$ cat src/rtl/spi_brg_pkg.sv
package spi_brg_pkg;
  localparam int ADDR_W    = 16;
  localparam int LEN_W     = 15;
  localparam int BYTE_W    = 8;
  localparam int HDR_BYTES = 4;
  localparam int BIT_CNT_W = $clog2(BYTE_W);
  localparam int HDR_IDX_W = $clog2(HDR_BYTES);

  typedef enum logic [1:0] {
    PH_HDR,
    PH_DATA,
    PH_DONE
  } phase_e;
endpackage

$ cat src/rtl/spi_brg_sync.sv
module spi_brg_sync #(
  parameter int STAGES = 2
) (
  input  logic clk,
  input  logic rst_n,
  input  logic sclk_i,
  input  logic cs_n_i,
  input  logic mosi_i,
  output logic sclk_rise,
  output logic sclk_fall,
  output logic cs_act,
  output logic mosi_s
);
  // one extra tap on the clock line gives the edge reference
  logic [STAGES:0]   sclk_p;
  logic [STAGES-1:0] cs_p;
  logic [STAGES-1:0] mosi_p;

  always_ff @(posedge clk or negedge rst_n) begin
    if (!rst_n) begin
      sclk_p <= '0;
      cs_p   <= '1;
      mosi_p <= '0;
    end else begin
      sclk_p <= {sclk_p[STAGES-1:0], sclk_i};
      cs_p   <= {cs_p[STAGES-2:0], cs_n_i};
      mosi_p <= {mosi_p[STAGES-2:0], mosi_i};
    end
  end

  assign sclk_rise = sclk_p[STAGES-1] & ~sclk_p[STAGES];
  assign sclk_fall = ~sclk_p[STAGES-1] & sclk_p[STAGES];
  assign cs_act    = ~cs_p[STAGES-1];
  assign mosi_s    = mosi_p[STAGES-1];
endmodule

$ cat src/rtl/spi_brg_shift.sv
module spi_brg_shift
  import spi_brg_pkg::*;
(
  input  logic              clk,
  input  logic              rst_n,
  input  logic              cs_act,
  input  logic              sclk_rise,
  input  logic              sclk_fall,
  input  logic              mosi_s,
  input  logic [BYTE_W-1:0] tx_byte,
  output logic              tx_take,
  output logic              byte_done,
  output logic [BYTE_W-1:0] rx_byte,
  output logic              miso
);
  localparam logic [BIT_CNT_W-1:0] BIT_LAST = BIT_CNT_W'(BYTE_W - 1);

  logic [BIT_CNT_W-1:0] bit_q, bit_d;
  logic [BYTE_W-2:0]    rx_sh_q, rx_sh_d;
  logic [BYTE_W-1:0]    rx_byte_q, rx_byte_d;
  logic [BYTE_W-1:0]    tx_sh_q, tx_sh_d;
  logic                 done_q, done_d;

  // a falling edge on a byte boundary loads the next outgoing byte
  assign tx_take = cs_act & sclk_fall & (bit_q == '0);

  always_comb begin
    bit_d     = bit_q;
    rx_sh_d   = rx_sh_q;
    rx_byte_d = rx_byte_q;
    tx_sh_d   = tx_sh_q;
    done_d    = 1'b0;
    if (!cs_act) begin
      bit_d   = '0;
      rx_sh_d = '0;
      tx_sh_d = '0;
    end else begin
      if (sclk_rise) begin
        rx_sh_d = {rx_sh_q[BYTE_W-3:0], mosi_s};
        bit_d   = bit_q + 1'b1;
        if (bit_q == BIT_LAST) begin
          done_d    = 1'b1;
          rx_byte_d = {rx_sh_q, mosi_s};
        end
      end
      if (sclk_fall) begin
        tx_sh_d = tx_take ? tx_byte : {tx_sh_q[BYTE_W-2:0], 1'b0};
      end
    end
  end

  always_ff @(posedge clk or negedge rst_n) begin
    if (!rst_n) begin
      bit_q     <= '0;
      rx_sh_q   <= '0;
      rx_byte_q <= '0;
      tx_sh_q   <= '0;
      done_q    <= 1'b0;
    end else begin
      bit_q     <= bit_d;
      rx_sh_q   <= rx_sh_d;
      rx_byte_q <= rx_byte_d;
      tx_sh_q   <= tx_sh_d;
      done_q    <= done_d;
    end
  end

  assign byte_done = done_q;
  assign rx_byte   = rx_byte_q;
  assign miso      = tx_sh_q[BYTE_W-1];
endmodule

$ cat src/rtl/spi_brg_ctrl.sv
module spi_brg_ctrl
  import spi_brg_pkg::*;
(
  input  logic              clk,
  input  logic              rst_n,
  input  logic              cs_act,
  input  logic              byte_done,
  input  logic [BYTE_W-1:0] rx_byte,
  input  logic              tx_take,
  output logic [BYTE_W-1:0] tx_byte,
  output logic [ADDR_W-1:0] mem_addr,
  output logic [BYTE_W-1:0] mem_wdata,
  output logic              mem_wen,
  output logic              mem_ren,
  input  logic [BYTE_W-1:0] mem_rdata
);
  localparam logic [HDR_IDX_W-1:0] HDR_LAST = HDR_IDX_W'(HDR_BYTES - 1);

  phase_e               phase_q, phase_d;
  logic [HDR_IDX_W-1:0] hidx_q, hidx_d;
  logic [ADDR_W-1:0]    addr_q, addr_d;
  logic [LEN_W-1:0]     len_q, len_d;
  logic                 wr_q, wr_d;
  logic [BYTE_W-1:0]    rbuf_q, rbuf_d;
  logic                 pend_q, pend_d;
  logic [ADDR_W-1:0]    maddr_q, maddr_d;
  logic [BYTE_W-1:0]    mwdata_q, mwdata_d;
  logic                 mwen_q, mwen_d;
  logic                 mren_q, mren_d;
  logic [LEN_W-1:0]     hdr_len;

  assign hdr_len = {len_q[LEN_W-1:BYTE_W], rx_byte};

  always_comb begin
    phase_d  = phase_q;
    hidx_d   = hidx_q;
    addr_d   = addr_q;
    len_d    = len_q;
    wr_d     = wr_q;
    pend_d   = mren_q;
    rbuf_d   = pend_q ? mem_rdata : rbuf_q;
    maddr_d  = maddr_q;
    mwdata_d = mwdata_q;
    mwen_d   = 1'b0;
    mren_d   = 1'b0;
    if (!cs_act) begin
      phase_d = PH_HDR;
      hidx_d  = '0;
      pend_d  = 1'b0;
    end else begin
      if (byte_done) begin
        unique case (phase_q)
          PH_HDR: begin
            hidx_d = hidx_q + 1'b1;
            unique case (hidx_q)
              2'd0: addr_d[ADDR_W-1:BYTE_W] = rx_byte;
              2'd1: addr_d[BYTE_W-1:0]      = rx_byte;
              2'd2: begin
                wr_d                     = rx_byte[BYTE_W-1];
                len_d[LEN_W-1:BYTE_W]    = rx_byte[LEN_W-BYTE_W-1:0];
              end
              default: len_d[BYTE_W-1:0] = rx_byte;
            endcase
            if (hidx_q == HDR_LAST) begin
              if (hdr_len == '0) begin
                phase_d = PH_DONE;
              end else begin
                phase_d = PH_DATA;
                if (!wr_q) begin
                  mren_d  = 1'b1;
                  maddr_d = addr_q;
                  addr_d  = addr_q + 1'b1;
                end
              end
            end
          end
          PH_DATA: begin
            len_d = len_q - 1'b1;
            if (len_q == LEN_W'(1)) phase_d = PH_DONE;
            if (wr_q) begin
              mwen_d   = 1'b1;
              maddr_d  = addr_q;
              mwdata_d = rx_byte;
              addr_d   = addr_q + 1'b1;
            end
          end
          default: ;
        endcase
      end
      // prefetch the byte after the one now entering the shifter
      if (tx_take && phase_q == PH_DATA && !wr_q && len_q >= LEN_W'(2)) begin
        mren_d  = 1'b1;
        maddr_d = addr_q;
        addr_d  = addr_q + 1'b1;
      end
    end
  end

  always_ff @(posedge clk or negedge rst_n) begin
    if (!rst_n) begin
      phase_q  <= PH_HDR;
      hidx_q   <= '0;
      addr_q   <= '0;
      len_q    <= '0;
      wr_q     <= 1'b0;
      rbuf_q   <= '0;
      pend_q   <= 1'b0;
      maddr_q  <= '0;
      mwdata_q <= '0;
      mwen_q   <= 1'b0;
      mren_q   <= 1'b0;
    end else begin
      phase_q  <= phase_d;
      hidx_q   <= hidx_d;
      addr_q   <= addr_d;
      len_q    <= len_d;
      wr_q     <= wr_d;
      rbuf_q   <= rbuf_d;
      pend_q   <= pend_d;
      maddr_q  <= maddr_d;
      mwdata_q <= mwdata_d;
      mwen_q   <= mwen_d;
      mren_q   <= mren_d;
    end
  end

  assign tx_byte   = (phase_q == PH_DATA && !wr_q) ? rbuf_q : '0;
  assign mem_addr  = maddr_q;
  assign mem_wdata = mwdata_q;
  assign mem_wen   = mwen_q;
  assign mem_ren   = mren_q;
endmodule

$ cat src/rtl/spi_burst_bridge.sv
module spi_burst_bridge
  import spi_brg_pkg::*;
#(
  parameter int SYNC_STAGES = 2
) (
  input  logic              clk,
  input  logic              rst_n,
  input  logic              spi_sclk,
  input  logic              spi_cs_n,
  input  logic              spi_mosi,
  output logic              spi_miso,
  output logic [ADDR_W-1:0] mem_addr,
  output logic [BYTE_W-1:0] mem_wdata,
  output logic              mem_wen,
  output logic              mem_ren,
  input  logic [BYTE_W-1:0] mem_rdata
);
  logic [1:0]        rst_pipe;
  logic              rst_n_s;
  logic              sclk_rise, sclk_fall, cs_act, mosi_s;
  logic              tx_take, byte_done;
  logic [BYTE_W-1:0] rx_byte, tx_byte;

  // reset asserts at once and releases on the clock
  always_ff @(posedge clk or negedge rst_n) begin
    if (!rst_n) rst_pipe <= '0;
    else        rst_pipe <= {rst_pipe[0], 1'b1};
  end
  assign rst_n_s = rst_pipe[1];

  spi_brg_sync #(.STAGES(SYNC_STAGES)) u_sync (
    .clk       (clk),
    .rst_n     (rst_n_s),
    .sclk_i    (spi_sclk),
    .cs_n_i    (spi_cs_n),
    .mosi_i    (spi_mosi),
    .sclk_rise (sclk_rise),
    .sclk_fall (sclk_fall),
    .cs_act    (cs_act),
    .mosi_s    (mosi_s)
  );

  spi_brg_shift u_shift (
    .clk       (clk),
    .rst_n     (rst_n_s),
    .cs_act    (cs_act),
    .sclk_rise (sclk_rise),
    .sclk_fall (sclk_fall),
    .mosi_s    (mosi_s),
    .tx_byte   (tx_byte),
    .tx_take   (tx_take),
    .byte_done (byte_done),
    .rx_byte   (rx_byte),
    .miso      (spi_miso)
  );

  spi_brg_ctrl u_ctrl (
    .clk       (clk),
    .rst_n     (rst_n_s),
    .cs_act    (cs_act),
    .byte_done (byte_done),
    .rx_byte   (rx_byte),
    .tx_take   (tx_take),
    .tx_byte   (tx_byte),
    .mem_addr  (mem_addr),
    .mem_wdata (mem_wdata),
    .mem_wen   (mem_wen),
    .mem_ren   (mem_ren),
    .mem_rdata (mem_rdata)
  );
endmodule

$ cat config.mk
export PLATFORM = sky130hd
export DESIGN_NAME = spi_burst_bridge
export DESIGN_NICKNAME = d
export VERILOG_FILES = /design/src/rtl/spi_brg_pkg.sv /design/src/rtl/spi_brg_sync.sv /design/src/rtl/spi_brg_shift.sv /design/src/rtl/spi_brg_ctrl.sv /design/src/rtl/spi_burst_bridge.sv
export SDC_FILE = /design/constraint.sdc
export NUM_CORES = 1
export LEC_CHECK = 0
export BUFFER_PORTS_ARGS = -buffer_cell sky130_fd_sc_hd__buf_2
export CELL_PAD_IN_SITES_DETAIL_PLACEMENT = 1
export CELL_PAD_IN_SITES_GLOBAL_PLACEMENT = 2
export CORE_ASPECT_RATIO = 1.2
export CORE_MARGIN = 2
export CORE_UTILIZATION = 39
export DETAILED_ROUTE_END_ITERATION = 10
export PLACE_DENSITY_LB_ADDON = 0.1
export SYNTH_ARGS = -nofsm -noshare
export SYNTH_HDL_FRONTEND = slang
export SYNTH_SLANG_ARGS = --single-unit
$ cat constraint.sdc
create_clock -name clk -period 4 [get_ports clk]
set_input_delay 0.2 -clock clk [delete_from_list [all_inputs] [get_ports clk]]
set_output_delay 0.2 -clock clk [all_outputs]
set_load 0.01 [all_outputs]
# Word-level counts from Yosys, hierarchy flattened
# Index checks and enable logic that the tools add are counted.
[classes]
n_addsub = 4
order_cmp = 1
eq_ne = 14
mux = 51
bitwise_logic = 7
reduce_logical = 27
[ops]
columns = ["cell", "n"]
rows = [
  ["$mux 16", 12],
  ["$pmux 16 s2", 2],
  ["$mux 8", 7],
  ["$pmux 15 s2", 1],
  ["$reduce_and 4->1", 6],
  ["$mux 7", 3],
  ["$add 16x1->16 const B", 1],
  ["$mux 2", 8],
  ["$eq 15x1->1 const B", 1],
  ["$ge 15x2->1 const B", 1],
  ["$logic_not 15->1", 1],
  ["$mux 1", 15],
  ["$sub 15x1->15 const B", 1],
  ["$reduce_bool 2->1", 6],
  ["$ne 3x1->1 const B", 3],
  ["$reduce_and 7->1", 1],
  ["$mux 3", 2],
  ["$ne 3x3->1 const B", 2],
  ["$reduce_bool 3->1", 2],
  ["$and 1x1->1", 4],
  ["$eq 2x1->1 const B", 2],
  ["$eq 2x2->1 const B", 2],
  ["$logic_and 1x1->1", 4],
  ["$logic_not 2->1", 2],
  ["12 further kinds", 15],
]
[word_totals]
reg_bits = 107
out_inout_bits = 27
word_cells = 125

# Longest topological paths before layout
# Gate-level depths: netlist (run 1).
[logic_depth]
ltp_word = 9
ltp_mapped = 10
depth_no_buf = 8

# Modules after synthesis
# Synthesis (run 1) repeated with hierarchy kept, for this count alone.
[unflattened]
cells_unflattened = 516
hier_area_um2 = 5565.3
[modules_own_cells]
columns = ["module", "instances", "cells_per_inst", "area_each_um2"]
rows = [
  ["spi_brg_ctrl", 1, 401, 3992.6],
  ["spi_brg_shift", 1, 102, 1322.5],
  ["spi_brg_sync", 1, 10, 196.4],
  ["spi_burst_bridge", 1, 3, 53.8],
]

# Least setup slack after synthesis (run 1)
# Ideal clock, no wire load.
[synth_path]
kind = "register to register"
startpoint = "register u_shift.bit_q[0]"
endpoint = "register u_ctrl.maddr_q[10], in the netlist u_ctrl.mem_addr[10]"
setup_ns = 0.125
arrival_ns = 1.997
required_time_ns = 3.875
path_slack_ns = 1.878
stages_incl_launch_ff = 10
n_path_buf = 2
period_less_slack_ns = 2.122
cell_sequence = "dfrtp_1 -> inv_1 -> ha_1 -> nand2b_1 -> clkbuf_1 -> and4bb_2 -> o31a_1 -> o21ai_2 -> buf_4 -> mux2_2"
[synth_between]
elab_chain_cells = 7
word_cells_on_any_way = 13
cone_classes = "4 x eq/ne; 1 x mux; 1 x bitwise; 7 x reduce/logical"
[synth_rtl]
columns = ["item", "line_no", "text"]
rows = [
  ["start: declaration", "spi_brg_shift.sv:18", "logic [BIT_CNT_W-1:0] bit_q, bit_d;"],
  ["start signal: assignment", "spi_brg_shift.sv:60", "bit_q <= bit_d;"],
  ["$logic_not 3->1 *", "spi_brg_shift.sv:25", "assign tx_take = cs_act & sclk_fall & (bit_q == '0);"],
  ["$and 1x1->1 *", "spi_brg_shift.sv:25", ""],
  ["$logic_and 1x1->1 * (3 in a row)", "spi_brg_ctrl.sv:91", "if (tx_take && phase_q == PH_DATA && !wr_q && len_q >= LEN_W'(2)) begin"],
  ["$ne 3x2->1 (no source line) (tied with other cells)", "--", ""],
  ["$reduce_and 7->1 (no source line)", "--", ""],
  ["end signal: assignment", "spi_brg_ctrl.sv:120", "maddr_q <= maddr_d;"],
  ["end: declaration", "spi_brg_ctrl.sv:26", "logic [ADDR_W-1:0] maddr_q, maddr_d;"],
]
# Every way passes the cells marked *; elsewhere a longest branch is shown, timed or not.
# A chain may end at the register's enable or synchronous reset.

# Worst setup path in the final report (run 1)
[layout_path]
startpoint = "register u_shift.rx_byte_q[1], in the netlist u_shift.rx_byte[1]"
endpoint = "register u_ctrl.maddr_q[8], in the netlist u_ctrl.mem_addr[8]"
[layout_between]
elab_chain_cells = 3
[layout_rtl]
columns = ["item", "line_no", "text"]
rows = [
  ["start: declaration", "spi_brg_shift.sv:20", "logic [BYTE_W-1:0] rx_byte_q, rx_byte_d;"],
  ["start signal: assignment", "spi_brg_shift.sv:62", "rx_byte_q <= rx_byte_d;"],
  ["$logic_not 15->1", "spi_brg_ctrl.sv:65", "if (hdr_len == '0) begin"],
  ["$ne 3x3->1 (no source line)", "--", ""],
  ["$reduce_and 7->1 (no source line)", "--", ""],
]
# Every way passes these cells.

==> results.json, run 1 <==
{
  "required_ns": 4.25,
  "p_leak_uw": 0.00270,
  "slowest_stage": "nor4_1",
  "drcViolationCount": 0,
  "period_minus_slack_ns": 2.74,
  "powerDensity_mw_per_mm2": 352,
  "via_per_inst": 5.62,
  "antenna_found_initial": 0,
  "wire_per_inst_um": 18.8,
  "dieWidth_um": 108,
  "setup_tns_ns": 0,
  "grt.overflow.total": 0,
  "yosysMostFrequentCell": "dfrtp_1",
  "synth_compound_area_frac": 0.166,
  "ctsHtreeMaxLevel": 3,
  "hold_viol": 0,
  "worstSetupPathType": "flop to flop",
  "synth_edf_count": 0,
  "port-buffer-count": 39,
  "synthMuxAreaShare": 0.0834,
  "syn-num-nets": 522,
  "seq_area_frac_synth": 0.526,
  "gp_congestion": 0.863,
  "path_max_fanout": 17,
  "ir_drop_v": 0.000195,
  "grt_max_degree": 43,
  "area_delta_synth_final_pct": 14.1,
  "initial_utilization": 0.401,
  "grt_pass1_vias": 4176,
  "drt-total-wl_mm": 13.3,
  "outcome": "complete, no violations",
  "placed_cell_area_sq_mm": 0.00549,
  "cp-start-kind": "flop",
  "drive_above_1_share": 0.215,
  "path_cells": "nor4_1 -> nand4_1 -> a21o_1 -> o21ai_2 -> mux2_2",
  "crit_buf_inv": 0,
  "antenna_left": 0,
  "die_area_sq_mm": 0.0140,
  "synthCells": 497,
  "synth_adder_area_share": 0.0294,
  "timing.fmax_ghz": 0.365,
  "critPathTopFamily": "simple AND/OR/NAND/NOR gates",
  "synth_top_family_by_area": "compound AO/OA/AOI/OAI gates",
  "root_buffer": "clkbuf_16",
  "grt.total_usage": 0.204,
  "hp-class": "input port to flop",
  "end_kind": "flop",
  "clock_latency_ns": 0.36,
  "synth_xor_xnor_area_share": 0.00343,
  "synthSimpleGateAreaFrac": 0.159,
  "total_power_uw": 2050,
  "core_sq_mm": 0.0127,
  "yosys.area.top_type": "dfrtp_1",
  "path_clk_slew_ns": 0.08,
  "netlist_top_cells_count": "dfrtp_1 (105), nand2_1 (46), nor2_1 (45)",
  "fin_util": 0.457,
  "syn_area_sq_mm": 0.00510,
  "drtPass1Iterations": 4,
  "drv_cap": 0,
  "synth-seq-cells": 107,
  "setup_viol": 0,
  "synth_cell_types": 60,
  "ios": 40,
  "period_share": 0.686,
  "clock_sinks": 107,
  "rsz0062_at_grt": "no",
  "dr_total_vias": 3981,
  "syn_area_per_cell_sq_um": 10.3,
  "cp.arrival_ns": 2.99,
  "cts_resized": 0,
  "ys_top_cells_by_area": "dfrtp_1 (52%), mux2_2 (7.9%), a21oi_1 (3.6%), nand2_1 (3.4%), nor2_1 (3.3%)",
  "cts.path.max_buffers": 2,
  "skew_ns": 0.0126,
  "slew_viol_final": 0,
  "cts-buffers-inserted": 9,
  "slew_headroom": 0.376,
  "grt_first_pass_wirelength_mm": 22.1,
  "dp_hpwl_mm": 9.46,
  "ys_async_sr_fraction": 1.00,
  "drt_iter0_markers": 123,
  "netlist.area_leader.share": 0.515,
  "yosys_warnings": 0,
  "antennaDiodeCount": 0,
  "worst_pin_slew_ns": 0.936,
  "synth-main-ff-cell": "dfrtp_1",
  "cts_setup_buffers": 0,
  "max_stage_delay_ns": 0.55,
  "fin_area_sq_mm": 0.00582,
  "nets": 564,
  "cts_tree": "done",
  "die_y_um": 129,
  "rows": 45
}
layout make-up:
| class | count | area, sq um |
|---|---|---|
| tap | 164 | 205 |
| fill | 1454 | 6910 |
| timing repair buffer | 55 | 325 |
| multi-input combinational | 351 | 2260 |
| clock inverter | 6 | 52.6 |
| inverter | 15 | 56.3 |
| sequential | 107 | 2680 |
| clock buffer | 10 | 239 |
report_power, final:
group          internal (uW)  switching [uW]
Combinational           17.8            32.9
Clock                    453             437
Sequential              1090            15.4
Total                   1560             485
cells in the final DEF (no fill, tap or decap), types with 5 or more instances in the layout:
| cell type | synthesis | layout |
|---|---|---|
| dfrtp_1 | 105 | 104 |
| nand2_1 | 46 | 46 |
| nor2_1 | 45 | 45 |
| buf_2 | 5 | 39 |
| a21oi_1 | 37 | 37 |
| mux2_2 | 36 | 36 |
| o21ai_0 | 30 | 30 |
| nand3_1 | 17 | 17 |
| nor3_1 | 16 | 16 |
| inv_1 | 15 | 15 |
| ha_1 | 12 | 12 |
| buf_4 | 3 | 12 |
| a211oi_1 | 11 | 11 |
| a22oi_1 | 9 | 9 |
| clkbuf_16 | 0 | 9 |
| nand2b_1 | 6 | 6 |
| nor4_1 | 6 | 6 |
| or3_1 | 6 | 6 |
| nor2b_1 | 5 | 5 |
| nand4_1 | 5 | 5 |
flip-flops by register name (all words and copies together), names as in the netlist, 7 cells and up:
register and count:
u_ctrl.mem_addr 16, u_shift.rx_byte 8, u_shift.rx_sh_q 7, u_ctrl.mem_wdata 8
u_ctrl.rbuf_q 8, u_shift.tx_sh_q 8, u_ctrl.addr_q 16, u_ctrl.len_q 15
metrics by stage:
step / setup slack (ns) / cells / hold slack (ns)
2_1_floorplan: 0.802 / 497 / -0.0956
3_3_place_gp: 1.21 / 688 / -0.0155
3_5_place_dp: 1.14 / 688 / -0.0131
4_1_cts: 1.14 / 708 / 0.0622
5_1_grt: 0.962 / 708 / 0.0713
6_report: 1.26 / 708 / 0.0739
cells by family (layout without fill, tap and decap cells):
| kind of cell | Yosys count | after routing |
|---|---|---|
| buffers and inverters | 39 | 86 |
| xor gates and xnor gates | 2 | 2 |
| adders and majority gates | 12 | 12 |
| and+or+nand+nor | 166 | 166 |
| DFF | 107 | 107 |
| muxes | 38 | 38 |
| AOI/OAI and AO/OA | 132 | 132 |
| other | 1 | 1 |
final timing paths:
path / from / to / slack, ns / cells past startpoint
max in group asynchronous: rst_pipe[1] / u_shift.rx_byte[5] / 2.81 / 1
min: mem_rdata[6] / u_ctrl.rbuf_q[6] / 0.07 / 2
min in group asynchronous: rst_n / rst_pipe[1] / 0.16 / 2
max reg2reg: u_shift.rx_byte[1] / u_ctrl.mem_addr[8] / 1.26 / 5
min reg2reg: rst_pipe[1] / u_shift.tx_sh_q[7] / 0.33 / 0
max: u_shift.rx_byte[1] / u_ctrl.mem_addr[8] / 1.26 / 5
routing by layer:
metal  up-vias  GRT usage  part of all wire
li1       1884          -                 -
met1      2019      0.264              0.44
met2        60      0.350              0.50
met3        18     0.0322             0.038
met4         0     0.0664             0.020
met5         -          0                 0
repair_timing:
action | CTS | global route
setup endpoints to repair | 0 | 0
hold buffers | 4 | 0
hold endpoints to repair | 5 | 0
No activity file was read; power rests on OpenSTA's default activity.
==> inputs of run 2 (changes only) <==
==> constraint.sdc (replaced) <==
create_clock -name clk -period 2.9 [get_ports clk]
set_input_delay 0.145 -clock clk [delete_from_list [all_inputs] [get_ports clk]]
set_output_delay 0.145 -clock clk [all_outputs]
set_load 0.01 [all_outputs]
==> results.json, run 2 (synthesis gave the netlist of run 1 again) <==
{
  "outcome": "complete, no violations",
  "dieWidth_um": 108,
  "cts_tree": "done",
  "layout_commonest_cell": "dfrtp_1",
  "grt.overflow.total": 0,
  "slew_headroom": 0.336,
  "hp-class": "input port to flop",
  "timing.fmax_ghz": 0.407,
  "fin_util": 0.466,
  "drt_iter0_markers": 154,
  "worst_pin_slew_ns": 0.997,
  "grt.total_usage": 0.206,
  "cp.arrival_ns": 2.69,
  "powerDensity_mw_per_mm2": 504,
  "p_leak_uw": 0.00276,
  "hold_end": "u_ctrl.rbuf_q[3]",
  "grt_max_degree": 76,
  "r2r_start": "u_shift.rx_byte[0]",
  "rsz0062_at_grt": "no",
  "drtPass1Iterations": 4,
  "rows": 45,
  "clock_latency_ns": 0.35,
  "period_minus_slack_ns": 2.46,
  "dr_total_vias": 4006,
  "drive_above_1_share": 0.226,
  "area_delta_synth_final_pct": 16.3,
  "ctsHtreeMaxLevel": 3,
  "worstHoldStart": "mem_rdata[3]",
  "post-place-ws_ns": 0.427,
  "grt_first_pass_wirelength_mm": 22.2,
  "grt_pass1_vias": 4161,
  "nets": 572,
  "cp-start-kind": "flop",
  "ios": 40,
  "gp_congestion": 0.849,
  "via_per_inst": 5.59,
  "cts_resized": 0,
  "path_clk_slew_ns": 0.08,
  "reg2reg_to": "u_ctrl.addr_q[13]",
  "root_buffer": "clkbuf_16",
  "period_share": 0.847,
  "antenna_left": 0,
  "clock_sinks": 107,
  "skew_ns": 0.0130,
  "drcViolationCount": 0,
  "hold_path_depth": 2,
  "antennaDiodeCount": 0,
  "initial_utilization": 0.401,
  "worstSetupPathType": "flop to flop",
  "wire_per_inst_um": 18.5,
  "ir_drop_v": 0.000321,
  "end_kind": "flop",
  "layout_common_cells": "dfrtp_1 (104), nand2_1 (46), nor2_1 (45)",
  "required_ns": 3.13,
  "slew_viol_final": 0,
  "setup_tns_ns": 0,
  "reg2reg_depth": 7,
  "nFillCells": 1441,
  "reg2reg_slack_ns": 0.44,
  "core_sq_mm": 0.0127,
  "cts-buffers-inserted": 9,
  "setup_viol": 0,
  "drt-total-wl_mm": 13.3,
  "hold_viol": 0,
  "cts_setup_buffers": 0,
  "fin_ws_ns": 0.442,
  "port-buffer-count": 39,
  "cts.path.max_buffers": 2,
  "die_y_um": 129,
  "die_area_sq_mm": 0.0140,
  "antenna_found_initial": 0,
  "drv_cap": 0,
  "dp_hpwl_mm": 9.28,
  "path_max_fanout": 12
}
[run 2: how the worst max path moves through the flow]
stage,to,start,slack (ns),depth (start not counted)
floorplan,u_ctrl.mem_addr[10],u_shift.bit_q[0],0.78,9
global placement,u_ctrl.mem_addr[2],u_shift.rx_byte[0],0.35,6
detailed placement,u_ctrl.mem_addr[6],u_shift.rx_byte[0],0.43,6
CTS,u_ctrl.mem_addr[13],u_shift.rx_byte[0],0.40,6
global route,u_ctrl.addr_q[8],u_shift.rx_byte[0],0.34,7
finish,u_ctrl.addr_q[13],u_shift.rx_byte[0],0.44,7
[run 2: per-stage QoR]
stage               area (sq um)  total power [uW]  hold WS [ns]  std cells
floorplan                   5100              1590        -0.151        497
global placement            5550              1630       -0.0708        696
detailed placement          5550              1630       -0.0685        696
CTS                         5930              3040        0.0134        716
global route                5930              3110        0.0210        716
finish                      5930              2990        0.0240        716
[run 2: per-layer routing]
| layer | wire length (um) | up-vias | share of wire | GRT usage |
|---|---|---|---|---|
| li1 | - | 1899 | - | - |
| met1 | 6170 | 2059 | 0.47 | 0.273 |
| met2 | 6690 | 32 | 0.50 | 0.353 |
| met3 | 196 | 16 | 0.015 | 0.0282 |
| met4 | 192 | 0 | 0.014 | 0.0618 |
| met5 | 0 | - | 0 | 0 |
[run 2: layout make-up]
class / count / area [sq um] / share of cell area
multi-input cells: 351 / 2260 / 0.380
clock inverters: 7 / 121 / 0.0205
flip-flops and latches: 107 / 2680 / 0.452
clock buffers: 9 / 225 / 0.0380
inverters: 15 / 56.3 / 0.00949
well taps: 164 / 205 / 0.0346
repair buffers: 63 / 385 / 0.0650
[run 2: critical path, cell delays in order, from the launching register on]
cell     delay, ns
dfrtp_1       0.47
nor4_1        0.57
nand4_1       0.32
a21o_1        0.27
buf_4         0.19
or3_1         0.31
a21oi_1       0.15
nor3_1        0.06
[run 2: power breakdown]
part | switching (uW) | total, uW | leakage [uW] | internal, uW
clock | 610 | 1390 | 0.000168 | 783
combinational | 37.3 | 64.0 | 0.00113 | 26.8
sequential | 29.1 | 1540 | 0.00147 | 1510
[run 2: timing repair]
action	in CTS	in global routing
hold endpoints to repair	5	0
hold buffers	4	0
endpoints found under the setup margin	0	0
